<file path="config.mk">
export PLATFORM = sky130hd
export DESIGN_NAME = pcm_port
export DESIGN_NICKNAME = d
export VERILOG_FILES = /design/src/rtl/pcm_pkg.sv /design/src/rtl/pcm_timing.sv /design/src/rtl/pcm_cfg_check.sv /design/src/rtl/pcm_tx_lane.sv /design/src/rtl/pcm_rx_lane.sv /design/src/rtl/pcm_port.sv
export SDC_FILE = /design/constraint.sdc
export NUM_CORES = 1
export LEC_CHECK = 0
export BUFFER_PORTS_ARGS = -buffer_cell sky130_fd_sc_hd__clkbuf_2
export CAP_MARGIN = 20
export CORE_ASPECT_RATIO = 1.25
export CORE_MARGIN = 2
export CORE_UTILIZATION = 64
export CTS_CLUSTER_DIAMETER = 200
export DETAILED_ROUTE_END_ITERATION = 8
export PLACE_DENSITY_LB_ADDON = 0.05
export SYNTH_ARGS = -nofsm -noshare
export SYNTH_HDL_FRONTEND = slang
export SYNTH_SLANG_ARGS = --single-unit
</file>
<file path="constraint.sdc">
create_clock -name clk -period 6.2 [get_ports clk]
set_input_delay 0 -clock clk [delete_from_list [all_inputs] [get_ports clk]]
set_output_delay 0 -clock clk [all_outputs]
set_load 0.03 [all_outputs]
</file>
<file path="src/rtl/pcm_pkg.sv">
package pcm_pkg;

  // True when bit clock pos lies inside a slot that starts at off and is len long.
  function automatic logic slot_hit(input int unsigned pos, input int unsigned off,
                                    input int unsigned len);
    return (pos >= off) && (pos < off + len);
  endfunction

  // Maps the k-th bit on the wire to its index in the parallel word.
  function automatic int unsigned wire_to_word(input int unsigned k, input int unsigned len,
                                               input logic lsb_first);
    return lsb_first ? k : (len - 1 - k);
  endfunction

  // Legality of one slot setting.
  function automatic logic slot_legal(input int unsigned off, input int unsigned len,
                                      input logic lsb_first, input int unsigned frame_len,
                                      input int unsigned max_len, input int unsigned lsb_max,
                                      input logic idle_en, input int unsigned idle_start);
    logic ok;
    ok = (len >= 8) && (len <= max_len);
    if (lsb_first && (len > lsb_max)) ok = 1'b0;
    if (off + len > frame_len) ok = 1'b0;
    if (idle_en && (off + len > idle_start)) ok = 1'b0;
    return ok;
  endfunction

endpackage

</file>
<file path="src/rtl/pcm_timing.sv">
module pcm_timing #(
  parameter int POS_W = 10,
  parameter int DIV_W = 8
) (
  input  logic             clk,
  input  logic             rst_n,
  input  logic             run,
  input  logic [DIV_W-1:0] half_div,
  input  logic [POS_W-1:0] frame_len,
  input  logic             idle_en,
  input  logic [POS_W-1:0] idle_start,
  input  logic [POS_W-1:0] idle_end,
  output logic [POS_W-1:0] bitpos_o,
  output logic             live_o,
  output logic             fall_stb_o,
  output logic             wrap_stb_o,
  output logic             in_idle_o,
  output logic             bclk_o,
  output logic             fsync_o
);
  logic [DIV_W-1:0] cnt_q;
  logic             phase_q;
  logic             started_q;
  logic [POS_W-1:0] bitpos_q;
  logic             half_done;
  logic             rise_stb;
  logic             last_bit;

  assign half_done  = run && (cnt_q == half_div - 1'b1);
  assign rise_stb   = half_done && !phase_q;
  assign fall_stb_o = half_done && phase_q;
  assign last_bit   = (bitpos_q == frame_len - 1'b1);
  assign wrap_stb_o = rise_stb && (!started_q || last_bit);

  always_ff @(posedge clk or negedge rst_n) begin
    if (!rst_n) begin
      cnt_q     <= '0;
      phase_q   <= 1'b0;
      started_q <= 1'b0;
      bitpos_q  <= '0;
    end else if (!run) begin
      cnt_q     <= '0;
      phase_q   <= 1'b0;
      started_q <= 1'b0;
      bitpos_q  <= '0;
    end else begin
      if (half_done) begin
        cnt_q   <= '0;
        phase_q <= !phase_q;
      end else begin
        cnt_q <= cnt_q + 1'b1;
      end
      if (rise_stb) begin
        started_q <= 1'b1;
        bitpos_q  <= wrap_stb_o ? '0 : bitpos_q + 1'b1;
      end
    end
  end

  assign live_o    = run && started_q;
  assign bitpos_o  = bitpos_q;
  assign in_idle_o = started_q && idle_en && (bitpos_q >= idle_start) && (bitpos_q < idle_end);
  assign bclk_o    = live_o && phase_q && !in_idle_o;
  assign fsync_o   = live_o && (bitpos_q == '0);

  p_bitpos_range_r2: assert property (@(posedge clk) disable iff (!rst_n)
    started_q |-> (bitpos_q < frame_len));

  p_bclk_rise_on_strobe_r3: assert property (@(posedge clk) disable iff (!rst_n)
    $rose(bclk_o) |-> $past(rise_stb));

endmodule

</file>
<file path="src/rtl/pcm_cfg_check.sv">
module pcm_cfg_check
  import pcm_pkg::*;
#(
  parameter int NCH      = 2,
  parameter int POS_W    = 10,
  parameter int DIV_W    = 8,
  parameter int LEN_W    = 6,
  parameter int MAX_BITS = 32,
  parameter int LSB_MAX  = 24
) (
  input  logic [DIV_W-1:0]            half_div,
  input  logic [POS_W-1:0]            frame_len,
  input  logic                        idle_en,
  input  logic [POS_W-1:0]            idle_start,
  input  logic [POS_W-1:0]            idle_end,
  input  logic [NCH-1:0][POS_W-1:0]   tx_off,
  input  logic [NCH-1:0][LEN_W-1:0]   tx_len,
  input  logic [NCH-1:0]              tx_lsb,
  input  logic [NCH-1:0][POS_W-1:0]   rx_off,
  input  logic [NCH-1:0][LEN_W-1:0]   rx_len,
  input  logic [NCH-1:0]              rx_lsb,
  output logic                        err_o
);
  logic [NCH-1:0] tx_ok;
  logic [NCH-1:0] rx_ok;
  logic           timing_bad;
  logic           window_bad;

  for (genvar c = 0; c < NCH; c++) begin : g_lane
    assign tx_ok[c] = slot_legal(32'(tx_off[c]), 32'(tx_len[c]), tx_lsb[c], 32'(frame_len),
                                 MAX_BITS, LSB_MAX, idle_en, 32'(idle_start));
    assign rx_ok[c] = slot_legal(32'(rx_off[c]), 32'(rx_len[c]), rx_lsb[c], 32'(frame_len),
                                 MAX_BITS, LSB_MAX, idle_en, 32'(idle_start));
  end

  assign timing_bad = (half_div == '0) || (frame_len < POS_W'(2));
  assign window_bad = idle_en && ((idle_start >= idle_end) || (idle_end > frame_len));
  assign err_o      = timing_bad || window_bad || !(&tx_ok) || !(&rx_ok);

endmodule

</file>
<file path="src/rtl/pcm_tx_lane.sv">
module pcm_tx_lane
  import pcm_pkg::*;
#(
  parameter int POS_W    = 10,
  parameter int LEN_W    = 6,
  parameter int MAX_BITS = 32,
  localparam int IDX_W   = $clog2(MAX_BITS)
) (
  input  logic                clk,
  input  logic                rst_n,
  input  logic                live,
  input  logic                wrap_stb,
  input  logic [POS_W-1:0]    bitpos,
  input  logic [POS_W-1:0]    off,
  input  logic [LEN_W-1:0]    len,
  input  logic                lsb_first,
  input  logic [MAX_BITS-1:0] data_i,
  output logic                active_o,
  output logic                bit_o
);
  logic [MAX_BITS-1:0] word_q;
  logic [IDX_W-1:0]    idx;

  always_ff @(posedge clk or negedge rst_n) begin
    if (!rst_n)        word_q <= '0;
    else if (wrap_stb) word_q <= data_i;
  end

  assign idx      = IDX_W'(wire_to_word(32'(bitpos) - 32'(off), 32'(len), lsb_first));
  assign active_o = live && slot_hit(32'(bitpos), 32'(off), 32'(len));
  assign bit_o    = active_o && word_q[idx];

endmodule

</file>
<file path="src/rtl/pcm_rx_lane.sv">
module pcm_rx_lane
  import pcm_pkg::*;
#(
  parameter int POS_W    = 10,
  parameter int LEN_W    = 6,
  parameter int MAX_BITS = 32,
  localparam int IDX_W   = $clog2(MAX_BITS)
) (
  input  logic                clk,
  input  logic                rst_n,
  input  logic                run,
  input  logic                live,
  input  logic                fall_stb,
  input  logic                wrap_stb,
  input  logic [POS_W-1:0]    bitpos,
  input  logic [POS_W-1:0]    off,
  input  logic [LEN_W-1:0]    len,
  input  logic                lsb_first,
  input  logic                din,
  output logic [MAX_BITS-1:0] data_o,
  output logic                valid_o
);
  logic [MAX_BITS-1:0] asm_q;
  logic                seen_q;
  logic                hit;
  logic [IDX_W-1:0]    idx;

  assign hit = live && slot_hit(32'(bitpos), 32'(off), 32'(len));
  assign idx = IDX_W'(wire_to_word(32'(bitpos) - 32'(off), 32'(len), lsb_first));

  always_ff @(posedge clk or negedge rst_n) begin
    if (!rst_n) begin
      asm_q   <= '0;
      data_o  <= '0;
      valid_o <= 1'b0;
      seen_q  <= 1'b0;
    end else begin
      valid_o <= 1'b0;
      if (!run) begin
        asm_q  <= '0;
        seen_q <= 1'b0;
      end else begin
        if (fall_stb && hit) asm_q[idx] <= din;
        if (wrap_stb) begin
          if (seen_q) begin
            data_o  <= asm_q;
            valid_o <= 1'b1;
          end
          seen_q <= 1'b1;
          asm_q  <= '0;
        end
      end
    end
  end

endmodule

</file>
<file path="src/rtl/pcm_port.sv">
module pcm_port #(
  parameter int NCH      = 2,
  parameter int POS_W    = 10,
  parameter int DIV_W    = 8,
  parameter int MAX_BITS = 32,
  parameter int LSB_MAX  = 24,
  localparam int LEN_W   = $clog2(MAX_BITS + 1)
) (
  input  logic                         clk,
  input  logic                         rst_n,
  input  logic                         enable_i,
  input  logic                         force_hiz_i,
  input  logic [DIV_W-1:0]             half_div_i,
  input  logic [POS_W-1:0]             frame_len_i,
  input  logic                         idle_en_i,
  input  logic [POS_W-1:0]             idle_start_i,
  input  logic [POS_W-1:0]             idle_end_i,
  input  logic [NCH-1:0][POS_W-1:0]    tx_off_i,
  input  logic [NCH-1:0][LEN_W-1:0]    tx_len_i,
  input  logic [NCH-1:0]               tx_lsb_i,
  input  logic [NCH-1:0][POS_W-1:0]    rx_off_i,
  input  logic [NCH-1:0][LEN_W-1:0]    rx_len_i,
  input  logic [NCH-1:0]               rx_lsb_i,
  input  logic [NCH-1:0][MAX_BITS-1:0] tx_data_i,
  output logic [NCH-1:0][MAX_BITS-1:0] rx_data_o,
  output logic                         rx_valid_o,
  output logic                         bclk_o,
  output logic                         fsync_o,
  input  logic                         din_i,
  output logic                         dout_o,
  output logic                         dout_en_o,
  output logic                         cfg_err_o
);
  logic             run;
  logic [POS_W-1:0] bitpos;
  logic             live;
  logic             fall_stb;
  logic             wrap_stb;
  logic             in_idle;
  logic [NCH-1:0]   tx_act;
  logic [NCH-1:0]   tx_bit;
  logic [NCH-1:0]   rx_val;
  logic             any_slot;
  logic             sel_bit;

  pcm_cfg_check #(
    .NCH(NCH), .POS_W(POS_W), .DIV_W(DIV_W), .LEN_W(LEN_W),
    .MAX_BITS(MAX_BITS), .LSB_MAX(LSB_MAX)
  ) u_cfg (
    .half_div(half_div_i), .frame_len(frame_len_i), .idle_en(idle_en_i),
    .idle_start(idle_start_i), .idle_end(idle_end_i),
    .tx_off(tx_off_i), .tx_len(tx_len_i), .tx_lsb(tx_lsb_i),
    .rx_off(rx_off_i), .rx_len(rx_len_i), .rx_lsb(rx_lsb_i),
    .err_o(cfg_err_o)
  );

  assign run = enable_i && !cfg_err_o;

  pcm_timing #(.POS_W(POS_W), .DIV_W(DIV_W)) u_timing (
    .clk(clk), .rst_n(rst_n), .run(run), .half_div(half_div_i), .frame_len(frame_len_i),
    .idle_en(idle_en_i), .idle_start(idle_start_i), .idle_end(idle_end_i),
    .bitpos_o(bitpos), .live_o(live), .fall_stb_o(fall_stb), .wrap_stb_o(wrap_stb),
    .in_idle_o(in_idle), .bclk_o(bclk_o), .fsync_o(fsync_o)
  );

  for (genvar c = 0; c < NCH; c++) begin : g_ch
    pcm_tx_lane #(.POS_W(POS_W), .LEN_W(LEN_W), .MAX_BITS(MAX_BITS)) u_tx (
      .clk(clk), .rst_n(rst_n), .live(live), .wrap_stb(wrap_stb), .bitpos(bitpos),
      .off(tx_off_i[c]), .len(tx_len_i[c]), .lsb_first(tx_lsb_i[c]),
      .data_i(tx_data_i[c]), .active_o(tx_act[c]), .bit_o(tx_bit[c])
    );
    pcm_rx_lane #(.POS_W(POS_W), .LEN_W(LEN_W), .MAX_BITS(MAX_BITS)) u_rx (
      .clk(clk), .rst_n(rst_n), .run(run), .live(live), .fall_stb(fall_stb),
      .wrap_stb(wrap_stb), .bitpos(bitpos), .off(rx_off_i[c]), .len(rx_len_i[c]),
      .lsb_first(rx_lsb_i[c]), .din(din_i), .data_o(rx_data_o[c]), .valid_o(rx_val[c])
    );
  end

  // Lowest-numbered active channel owns the line.
  always_comb begin
    any_slot = 1'b0;
    sel_bit  = 1'b0;
    for (int c = NCH - 1; c >= 0; c--) begin
      if (tx_act[c]) begin
        any_slot = 1'b1;
        sel_bit  = tx_bit[c];
      end
    end
  end

  assign dout_en_o  = any_slot && !force_hiz_i;
  assign dout_o     = dout_en_o && sel_bit;
  assign rx_valid_o = &rx_val;

  p_no_data_in_idle_r4: assert property (@(posedge clk) disable iff (!rst_n)
    dout_en_o |-> !in_idle);

  p_err_quiet_r9: assert property (@(posedge clk) disable iff (!rst_n)
    cfg_err_o |-> (!bclk_o && !fsync_o && !dout_en_o));

endmodule

</file>
==> results of run 1 <==
-- final cells by class --
class	count	area, sq um
inverter	137	514.2
clock inverter	9	111.4
timing repair buffer	326	2088
fill	1925	6514
multi-input combinational	1378	11080
tap	345	431.7
clock buffer	30	640.6
antenna	3	7.507
sequential	214	5355
-- layer usage --
| layer | vias to the layer above | track usage, % |
|---|---|---|
| li1 | 7200 | - |
| met1 | 7491 | 44.89 |
| met2 | 664 | 60.19 |
| met3 | 172 | 6.813 |
| met4 | 4 | 18.12 |
| met5 | - | 0 |
-- power breakdown --
part,total [mW],switching [mW],leakage (nW),internal [mW]
Combinational,0.981,0.596,6.77,0.385
Clock,1.37,0.566,0.368,0.808
Sequential,1.40,0.0000257,2.99,1.40
-- cells in the final DEF, fill, tap and decap left out, types with 51 or more instances in the layout --
| cell type | Yosys | routed |
|---|---|---|
| a21o_1 | 51 | 51 |
| dlygate4sd3_1 | 0 | 65 |
| nand4_1 | 87 | 87 |
| clkbuf_2 | 0 | 244 |
| nor2_1 | 93 | 93 |
| a21oi_1 | 167 | 167 |
| xnor2_1 | 61 | 61 |
| o21ai_0 | 78 | 78 |
| dfrtp_1 | 214 | 214 |
| nand2_1 | 79 | 78 |
| inv_1 | 137 | 137 |
| ha_1 | 241 | 241 |
| mux2_2 | 130 | 130 |
-- worst reg2reg max path, cell delays in order, from the launching register on --
cell	delay (ns)
dfrtp_1	0.85
buf_4	0.34
ha_1	0.28
a21o_1	0.18
a21oi_1	0.17
xnor2_1	0.21
inv_1	0.08
ha_1	0.31
a21oi_1	0.17
xnor2_1	0.14
nor2_1	0.09
xor2_1	0.19
nor2_1	0.85
nand2_1	0.17
o21ai_0	0.20
a21oi_1	0.10
-- logic make-up (layout without fill, tap and decap cells) --
logic type                 count (synthesis)  count (layout)
AOI/OAI and AO/OA                        452             452
adders and majority gates                253             253
muxes                                    167             167
DFF                                      214             214
and+or+nand+nor                          409             409
other                                      0               3
xor gates and xnor gates                  97              97
buffers and inverters                    207             502
-- sequential cells by signal (all words and copies together), names as in the netlist --
signal,count
u_timing.bitpos_o,10
g_ch.u_rx.asm_q,64
g_ch.u_rx.data_o,64
u_timing.cnt_q,8
u_timing.started_q,1
u_timing.phase_q,1
g_ch.u_rx.valid_o,1
g_ch.u_tx.word_q,64
g_ch.u_rx.seen_q,1
-- final timing paths --
| kind | slack [ns] | startpoint | cells past startpoint | to |
|---|---|---|---|---|
| setup reg to reg | 1.74 | u_timing.bitpos_o[1] | 15 | g_ch[0].u_rx.asm_q[14] |
| setup / recovery | 0.81 | tx_len_i[7] | 23 | bclk_o |
| max in group asynchronous | 5.13 | rst_n | 3 | g_ch[0].u_rx.data_o[2] |
| hold reg to reg | 0.50 | g_ch[1].u_tx.word_q[9] | 1 | g_ch[1].u_tx.word_q[9] |
| min in group clk | 0.15 | din_i | 4 | g_ch[1].u_rx.asm_q[31] |
| hold / removal | 0.06 | rst_n | 3 | g_ch[1].u_tx.word_q[17] |
-- timing repair --
action	in CTS	in global routing
hold buffers	66	0
hold endpoints to repair	94	0
setup buffers	0	0
endpoints found under the setup margin	0	0
-- metrics by stage --
stage                     instances  setup slack [ns]  hold slack (ns)  instance area, sq um  utilization (%)
after global placement         2333             1.004         -0.07989                 18770            70.19
after floorplan                1799             1.847          -0.2956                 17310                -
after CTS                      2438            0.9730          0.06422                 20190            75.51
final                          2442            0.8072          0.05621                 20230            75.64
after global routing           2442            0.4945          0.09475                 20230            75.64
after detailed placement       2333            0.9930         -0.07590                 18770            70.19
==> results.json, run 1 <==
{
  "cp_max_fo": 35,
  "synth.net_count": 2228,
  "grt_pass1_vias": 15590,
  "crit_buf_inv": 4,
  "synth_area_leaders": "dfrtp_1 (31%), ha_1 (17%), mux2_2 (8.5%)",
  "power.density_nw_per_um2": 185.5,
  "relSlewSlack_pct": 26.82,
  "crit_required_ns": 6.20,
  "numPortBuffers": 245,
  "ant_nets": 0,
  "grt_antenna_before_repair": 5,
  "crit_type": "input pin to output pin",
  "power_leakage_nw": 10.12,
  "initial_core_util_pct": 64.71,
  "grt_overflow_total": 0,
  "cp_top_family": "compound AO/OA/AOI/OAI gates",
  "finalSetupViolCount": 0,
  "fin_crit_ns": 5.393,
  "timing.fmax_mhz": 185.4,
  "dr.pass1.iters": 5,
  "syn_area_sq_um": 17310,
  "critPathLaunchType": "input pin",
  "die_area_sq_um": 28380,
  "die_w_microns": 151.1,
  "hpwl_microns": 35120,
  "cts_tree": "built",
  "clkTransAtPathRegs_ns": 0.07,
  "route.met3.wl_microns": 3705,
  "cts_buffers": 22,
  "finalHoldViolCount": 0,
  "synth_ff_type": "dfrtp_1",
  "synth_xor_area_share_pct": 4.909,
  "cap_violations": 0,
  "wl_met2_microns": 24830,
  "top_layer": "met5",
  "io_pins": 246,
  "drtIter0Drc": 1061,
  "synth_top_area_share_pct": 30.94,
  "grt_max_degree": 185,
  "cts_htree_levels": 1,
  "clock_path_buffers": 3,
  "track_usage_pct": 36.23,
  "totalNegativeSetupSlack_ns": 0,
  "skew_ns": 0.01505,
  "synth-seq-cells": 214,
  "synthSimpleGateAreaFrac_pct": 12.36,
  "synthAdderAreaFrac_pct": 18.81,
  "avgSynthCellArea_sq_um": 9.619,
  "synth_compound_area_share_pct": 16.59,
  "vias": 15530,
  "wl_met1_microns": 19980,
  "drv_slew": 0,
  "grt_pass1_wl_microns": 81370,
  "fin_nets": 2508,
  "yosysSeqAreaShare_pct": 30.94,
  "cp_slowest_cell": "a2111oi_0",
  "yosys-top-cells-count": "ha_1 (241), dfrtp_1 (214), a21oi_1 (167)",
  "synth.most_common_cell": "ha_1",
  "ys_async_sr_fraction_pct": 100.0,
  "worstSetupEndpointType": "output pin",
  "wire_per_inst_microns": 21.01,
  "via_per_inst": 6.360,
  "cts_root_buffer": "clkbuf_16",
  "gp_congestion": 0.9622,
  "cts.repair.resized": 0,
  "yosysUniqueCellTypes": 73,
  "area_delta_synth_final_pct": 16.89,
  "core_area_sq_um": 26740,
  "synth_top_area_cell": "dfrtp_1",
  "hold_class": "input pin to async pin",
  "status": "finished clean",
  "synth.mux.area_fraction_pct": 11.23,
  "clk_latency_ns": 0.52,
  "worstMarginPinSlew_ns": 1.067,
  "drive_gt1_share_pct": 21.82,
  "syn_inst": 1799,
  "cp_cell_sequence": "clkbuf_2, ha_1, a21o_1, a21oi_1, o21bai_1, a21oi_1, nor2b_1, nor2_1, nor2_1, xnor2_1, ha_1, a21oi_1, o22ai_1, a2111oi_0, nand4_1, a2111oi_2, nand4_1, buf_4, nor2_2, buf_4, nand2_1, a311oi_1, clkbuf_2",
  "peakVddDrop_uv": 355.8,
  "finalCritPeriodShare_pct": 86.98,
  "clock-sinks": 214,
  "synth_top_family_by_area": "adder cells",
  "total_power_mw": 3.751,
  "die_h_microns": 187.8,
  "totalWireLength_microns": 51310,
  "cp.arrival_ns": 5.39,
  "drt_drc_violations_left": 0,
  "synth_warnings": 0,
  "rsz0062_at_grt": "false",
  "cp_common_cell": "a21oi_1",
  "synth-edff-count": 0,
  "critPathMaxStageDelay_ns": 0.82,
  "rows": 67
}
Note: power is estimated with default switching activity, not from simulation.
==> inputs of run 2 (changes only) <==
Settings changed: BUFFER_PORTS_ARGS -buffer_cell sky130_fd_sc_hd__clkbuf_2 to not set, CAP_MARGIN 20 to 10, CORE_UTILIZATION 64 to 65, DONT_BUFFER_PORTS set to 1.
==> run 2 against run 1 <==
Global-route usage is 1.4 points lower. Sequential share of layout area grew 1.6 points. Cell area decreased by 5.8%. Critical path type is now input pin to register. Via count down 6.1%.
==> results.json, run 2 (same netlist as run 1, synthesis figures left out) <==
{
  "peakVddDrop_uv": 224.0,
  "drive_gt1_share_pct": 11.76,
  "reg2reg_depth": 15,
  "skew_ns": 0.02777,
  "drv_slew": 0,
  "relSlewSlack_pct": 13.78,
  "cts_tree": "built",
  "clock_path_buffers": 3,
  "cts_root_buffer": "clkbuf_16",
  "clock-sinks": 214,
  "die_w_microns": 149.9,
  "timing.final.ws_setup_ns": 0.8594,
  "cts_htree_levels": 1,
  "dr.pass1.iters": 5,
  "final_cell_mix": "ha_1 (241), dfrtp_1 (214), a21oi_1 (167), inv_1 (137), mux2_2 (130)",
  "grt_antenna_before_repair": 2,
  "cp.arrival_ns": 5.79,
  "finalCritPeriodShare_pct": 86.14,
  "place_ws_ns": 0.8350,
  "io_pins": 246,
  "drt_drc_violations_left": 0,
  "crit_required_ns": 6.65,
  "n_fill_cell": 1925,
  "fin_nets": 2275,
  "die_h_microns": 186.4,
  "hold_depth": 4,
  "grt_pass1_wl_microns": 77860,
  "timing.fmax_mhz": 187.2,
  "area_delta_synth_final_pct": 10.14,
  "grt_pass1_vias": 14640,
  "fin_crit_ns": 5.341,
  "numPortBuffers": 0,
  "die_area_sq_um": 27950,
  "grt_overflow_total": 0,
  "cp_max_fo": 16,
  "cts.repair.resized": 0,
  "drtIter0Drc": 1001,
  "wire_per_inst_microns": 22.21,
  "totalNegativeSetupSlack_ns": 0,
  "power_leakage_nw": 9.118,
  "core_area_sq_um": 26100,
  "finalHoldViolCount": 0,
  "status": "finished clean",
  "finalSetupViolCount": 0,
  "clk_latency_ns": 0.54,
  "clkTransAtPathRegs_ns": 0.06,
  "final_common_cell": "ha_1",
  "cts_buffers": 23,
  "vias": 14580,
  "power.density_nw_per_um2": 191.3,
  "gp_congestion": 0.9587,
  "ant_nets": 0,
  "rows": 66,
  "crit_type": "input pin to register",
  "largest_registers": "g_ch.u_rx.asm_q x64, g_ch.u_rx.data_o x64, g_ch.u_tx.word_q x64",
  "via_per_inst": 6.613,
  "hpwl_microns": 34300,
  "initial_core_util_pct": 66.32,
  "worstMarginPinSlew_ns": 1.293,
  "hold_class": "input pin to register",
  "rsz0062_at_grt": "false",
  "track_usage_pct": 34.86,
  "grt_max_degree": 215,
  "critPathLaunchType": "input pin",
  "worstSetupEndpointType": "register",
  "totalWireLength_microns": 48960,
  "cap_violations": 0
}
[run 2: changes by cell type in the layout (fill, tap and decap cells not counted), moves of 2 or more]
cell	change
dlygate4sd3_1	+4
clkbuf_1	+3
inv_6	+2
buf_12	-3
diode_2	-2
clkbuf_8	-3
clkbuf_2	-244
buf_4	+9
[run 2: final timing paths]
kind / start / slack, ns / endpoint
min: half_div_i[2] / 0.02 / u_timing.started_q
min reg2reg: g_ch[1].u_rx.asm_q[5] / 0.49 / g_ch[1].u_rx.data_o[5]
max: tx_off_i[10] / 0.86 / g_ch[0].u_rx.asm_q[15]
min in group asynchronous: rst_n / 0.21 / g_ch[1].u_tx.word_q[19]
max reg2reg: u_timing.bitpos_o[0] / 1.37 / g_ch[0].u_rx.asm_q[9]
max in group asynchronous: rst_n / 4.99 / g_ch[0].u_rx.asm_q[1]
[run 2: stage by stage]
stage / power (mW) / utilization [%] / hold slack, ns / std cells / instance area [sq um]
2_1_floorplan: 2.049 / - / -0.2956 / 1799 / 17310
3_3_place_gp: 2.187 / 67.28 / -0.2870 / 2090 / 17560
3_5_place_dp: 2.212 / 67.28 / -0.2863 / 2090 / 17560
4_1_cts: 3.650 / 73.03 / 0.01097 / 2203 / 19060
5_1_grt: 3.840 / 73.03 / 0.05864 / 2203 / 19060
6_report: 3.647 / 73.04 / 0.02055 / 2204 / 19060
[run 2: metal layers]
metal | track usage (%) | share of wire (%)
met3 | 8.386 | 9.6
met5 | 0 | 0.033
met1 | 43.68 | 39
met2 | 57.29 | 47
met4 | 14.73 | 4.8
[run 2: cell type report]
| type | count | area (sq um) | share of cell area, % |
|---|---|---|---|
| antenna | 1 | 2.502 | 0.01313 |
| timing repair buffer | 92 | 928.4 | 4.871 |
| inverter | 137 | 514.2 | 2.698 |
| sequential | 214 | 5355 | 28.10 |
| clock inverter | 10 | 106.4 | 0.5580 |
| clock buffer | 32 | 649.4 | 3.407 |
| tap | 340 | 425.4 | 2.232 |
| multi-input combinational | 1378 | 11080 | 58.13 |
[run 2: worst max-delay path, cell delays in order]
cell and delay, ns:
ha_1 0.20, fa_1 0.42, a211oi_1 0.26, o21bai_1 0.11, a21oi_1 0.31, nor3_1 0.10
xnor2_1 0.19, ha_1 0.32, and2_1 0.13, o22ai_1 0.11, a2111oi_0 0.69, nand4_1 0.20
a2111oi_2 0.34, nand4_1 0.34, buf_4 0.33, nor4_4 0.83, nand4_1 0.15, dlygate4sd3_1 0.60
a21oi_1 0.13
[run 2: power breakdown]
| group | switching [mW] | internal [mW] |
|---|---|---|
| combinational | 0.534 | 0.349 |
| clock | 0.582 | 0.785 |
| sequential | 0.0000241 | 1.40 |
| total | 1.12 | 2.53 |
[run 2: what timing repair did]
| item | 4_1_cts | 5_1_grt |
|---|---|---|
| endpoints found under the hold margin | 342 | 0 |
| hold buffers | 71 | 0 |
| buffers inserted | 0 | 0 |
==> inputs of run 3 (changes only) <==
Settings changed: HOLD_SLACK_MARGIN set to 0.1.
==> run 3 against run 2 <==
Non-clock buffer count rose by 6. Flip-flop and latch count unchanged. Sequential power about the same. Combinational power hardly changed. Utilization rose by 0.23 points. Hold slack better by 0.10 ns. Die area unchanged. Clock-buffer cell count unchanged. Clock skew increased by 0.0023 ns. Register-to-register slack worse by 0.59 ns. Cell area rose by 0.31%.
==> results.json, run 3 (same netlist as run 1, synthesis figures left out) <==
{
  "gp_congestion": 0.9587,
  "critPathLaunchType": "input pin",
  "grt_pass1_vias": 14750,
  "cts_root_buffer": "clkbuf_16",
  "die_w_microns": 149.9,
  "critPathMaxStageDelay_ns": 0.79,
  "status": "finished clean",
  "p_sw_share_pct": 30.63,
  "power.density_nw_per_um2": 190.9,
  "p_int_mw": 2.533,
  "cp_max_fo": 16,
  "n_fill_cell": 1915,
  "cp_cell_sequence": "ha_1, fa_1, a211oi_1, o21bai_1, a21oi_1, nor3_1, xnor2_1, ha_1, and2_1, o22ai_1, a2111oi_0, nand4_1, a2111oi_2, nand4_1, buf_4, nor4_4, nand4_1, dlygate4sd3_1, a21oi_1, dlygate4sd3_1",
  "core_area_sq_um": 26100,
  "path_depth": 20,
  "cp_slowest_cell": "nor4_4",
  "vias": 14610,
  "finalCritPeriodShare_pct": 95.26,
  "place_area_sq_um": 17560,
  "fin_crit_ns": 5.906,
  "seqPwrFrac_pct": 38.3,
  "totalNegativeSetupSlack_ns": 0,
  "initial_core_util_pct": 66.32,
  "grt_pass1_wl_microns": 77710,
  "rsz0062_at_grt": "false",
  "clock_path_buffers": 3,
  "final_common_cell": "ha_1",
  "total_power_mw": 3.651,
  "drive_gt1_share_pct": 11.72,
  "rrSetupSlack_ns": 0.78,
  "clkTransAtPathRegs_ns": 0.06,
  "worstMarginPinSlew_ns": 1.264,
  "totalWireLength_microns": 48900,
  "clk_latency_ns": 0.54,
  "drv_slew": 0,
  "cp.arrival_ns": 6.38,
  "drt_drc_violations_left": 0,
  "final_area_sq_um": 19120,
  "cts_tree": "built",
  "track_usage_pct": 34.77,
  "grt_max_degree": 215,
  "skew_ns": 0.03011,
  "cts_htree_levels": 1,
  "crit_required_ns": 6.67,
  "numPortBuffers": 0,
  "crit_buf_inv": 3,
  "finalHoldViolCount": 0,
  "drtIter0Drc": 926,
  "timing.fmax_mhz": 169.3,
  "cts.repair.resized": 0,
  "cts_buffers": 23,
  "hold_class": "input pin to register",
  "hpwl_microns": 34300,
  "wire_per_inst_microns": 22.13,
  "rows": 66,
  "power_leakage_nw": 9.143,
  "grt_antenna_before_repair": 2,
  "cap_violations": 0,
  "ant_nets": 0,
  "p_clk_share_pct": 37.5,
  "relSlewSlack_pct": 15.74,
  "cp_top_family": "compound AO/OA/AOI/OAI gates",
  "crit_type": "input pin to register",
  "hold_depth": 5,
  "final_cell_mix": "ha_1 (241), dfrtp_1 (214), a21oi_1 (167), inv_1 (137), mux2_2 (130)",
  "worstSetupEndpointType": "register",
  "grt_overflow_total": 0,
  "post_cts_buffers": 0,
  "die_h_microns": 186.4,
  "reg2reg_depth": 16,
  "largest_registers": "g_ch.u_rx.asm_q x64, g_ch.u_rx.data_o x64, g_ch.u_tx.word_q x64",
  "peakVddDrop_uv": 222.7,
  "dr.pass1.iters": 5,
  "fin_nets": 2281,
  "clock-sinks": 214,
  "via_per_inst": 6.611,
  "finalSetupViolCount": 0,
  "die_area_sq_um": 27950,
  "comb_power_share_pct": 24.3,
  "cp_common_cell": "nand4_1",
  "io_pins": 246,
  "p_switching_mw": 1.118,
  "area_delta_synth_final_pct": 10.49
}
-- run 3: worst paths after layout --
check,from,endpoint
max in group asynchronous,rst_n,g_ch[0].u_rx.asm_q[1]
worst min register to register,g_ch[1].u_rx.asm_q[5],g_ch[1].u_rx.data_o[5]
min in group asynchronous,rst_n,g_ch[1].u_tx.word_q[19]
worst max register to register,u_timing.bitpos_o[0],g_ch[0].u_rx.asm_q[15]
worst min-delay path,half_div_i[0],u_timing.cnt_q[1]
worst max-delay path,tx_off_i[10],g_ch[0].u_rx.asm_q[15]
-- run 3: what timing repair did --
action,in CTS,in global routing
endpoints found under the hold margin,348,0
hold buffers,77,0
endpoints found under the setup margin,0,1
-- run 3: per-stage QoR --
| step | hold WS (ns) | cells | utilization (%) | setup slack (ns) |
|---|---|---|---|---|
| 2_1_floorplan | -0.2956 | 1799 | - | 1.847 |
| 3_3_place_gp | -0.2870 | 2090 | 67.28 | 0.9247 |
| 3_5_place_dp | -0.2863 | 2090 | 67.28 | 0.8350 |
| 4_1_cts | 0.1025 | 2209 | 73.26 | 0.4116 |
| 5_1_grt | 0.1518 | 2209 | 73.26 | 0.008109 |
| 6_report | 0.1204 | 2210 | 73.27 | 0.2936 |
-- run 3: power groups by stage --
stage | Combinational [mW] | Clock, mW | Sequential (mW)
floorplan | 0.626 | 0 | 1.42
global placement | 0.764 | 0 | 1.42
detailed placement | 0.790 | 0 | 1.42
CTS | 0.871 | 1.39 | 1.40
global route | 0.995 | 1.45 | 1.40
finish | 0.885 | 1.37 | 1.40
-- run 3: final cells by class --
class | instances | area, sq um | share of cell area, %
Timing Repair Buffer | 98 | 988.4 | 5.169
Inverter | 137 | 514.2 | 2.689
Multi-Input combinational cell | 1378 | 11080 | 57.94
Sequential cell | 214 | 5355 | 28.01
Clock inverter | 10 | 106.4 | 0.5562
Clock buffer | 32 | 649.4 | 3.396
Tap cell | 340 | 425.4 | 2.225
Antenna cell | 1 | 2.502 | 0.01309
-- run 3: worst reg2reg max path: stages (launching register included) --
cell	delay, ns
dfrtp_1	0.38
inv_1	0.44
ha_1	0.25
inv_1	0.06
fa_1	0.57
inv_1	0.12
fa_1	0.45
a21o_1	0.17
a21oi_1	0.17
xnor2_1	0.14
nor2_1	0.09
xor2_1	0.17
nor2_1	0.85
nand4_1	0.18
dlygate4sd3_1	0.61
a21oi_1	0.16
dlygate4sd3_1	0.58
-- run 3: metal layers --
layer | global-route usage, % | share of wire (%)
met4 | 14.26 | 4.6
met1 | 43.23 | 39
met2 | 57.85 | 47
met3 | 8.215 | 9.4
met5 | 0 | 0.033
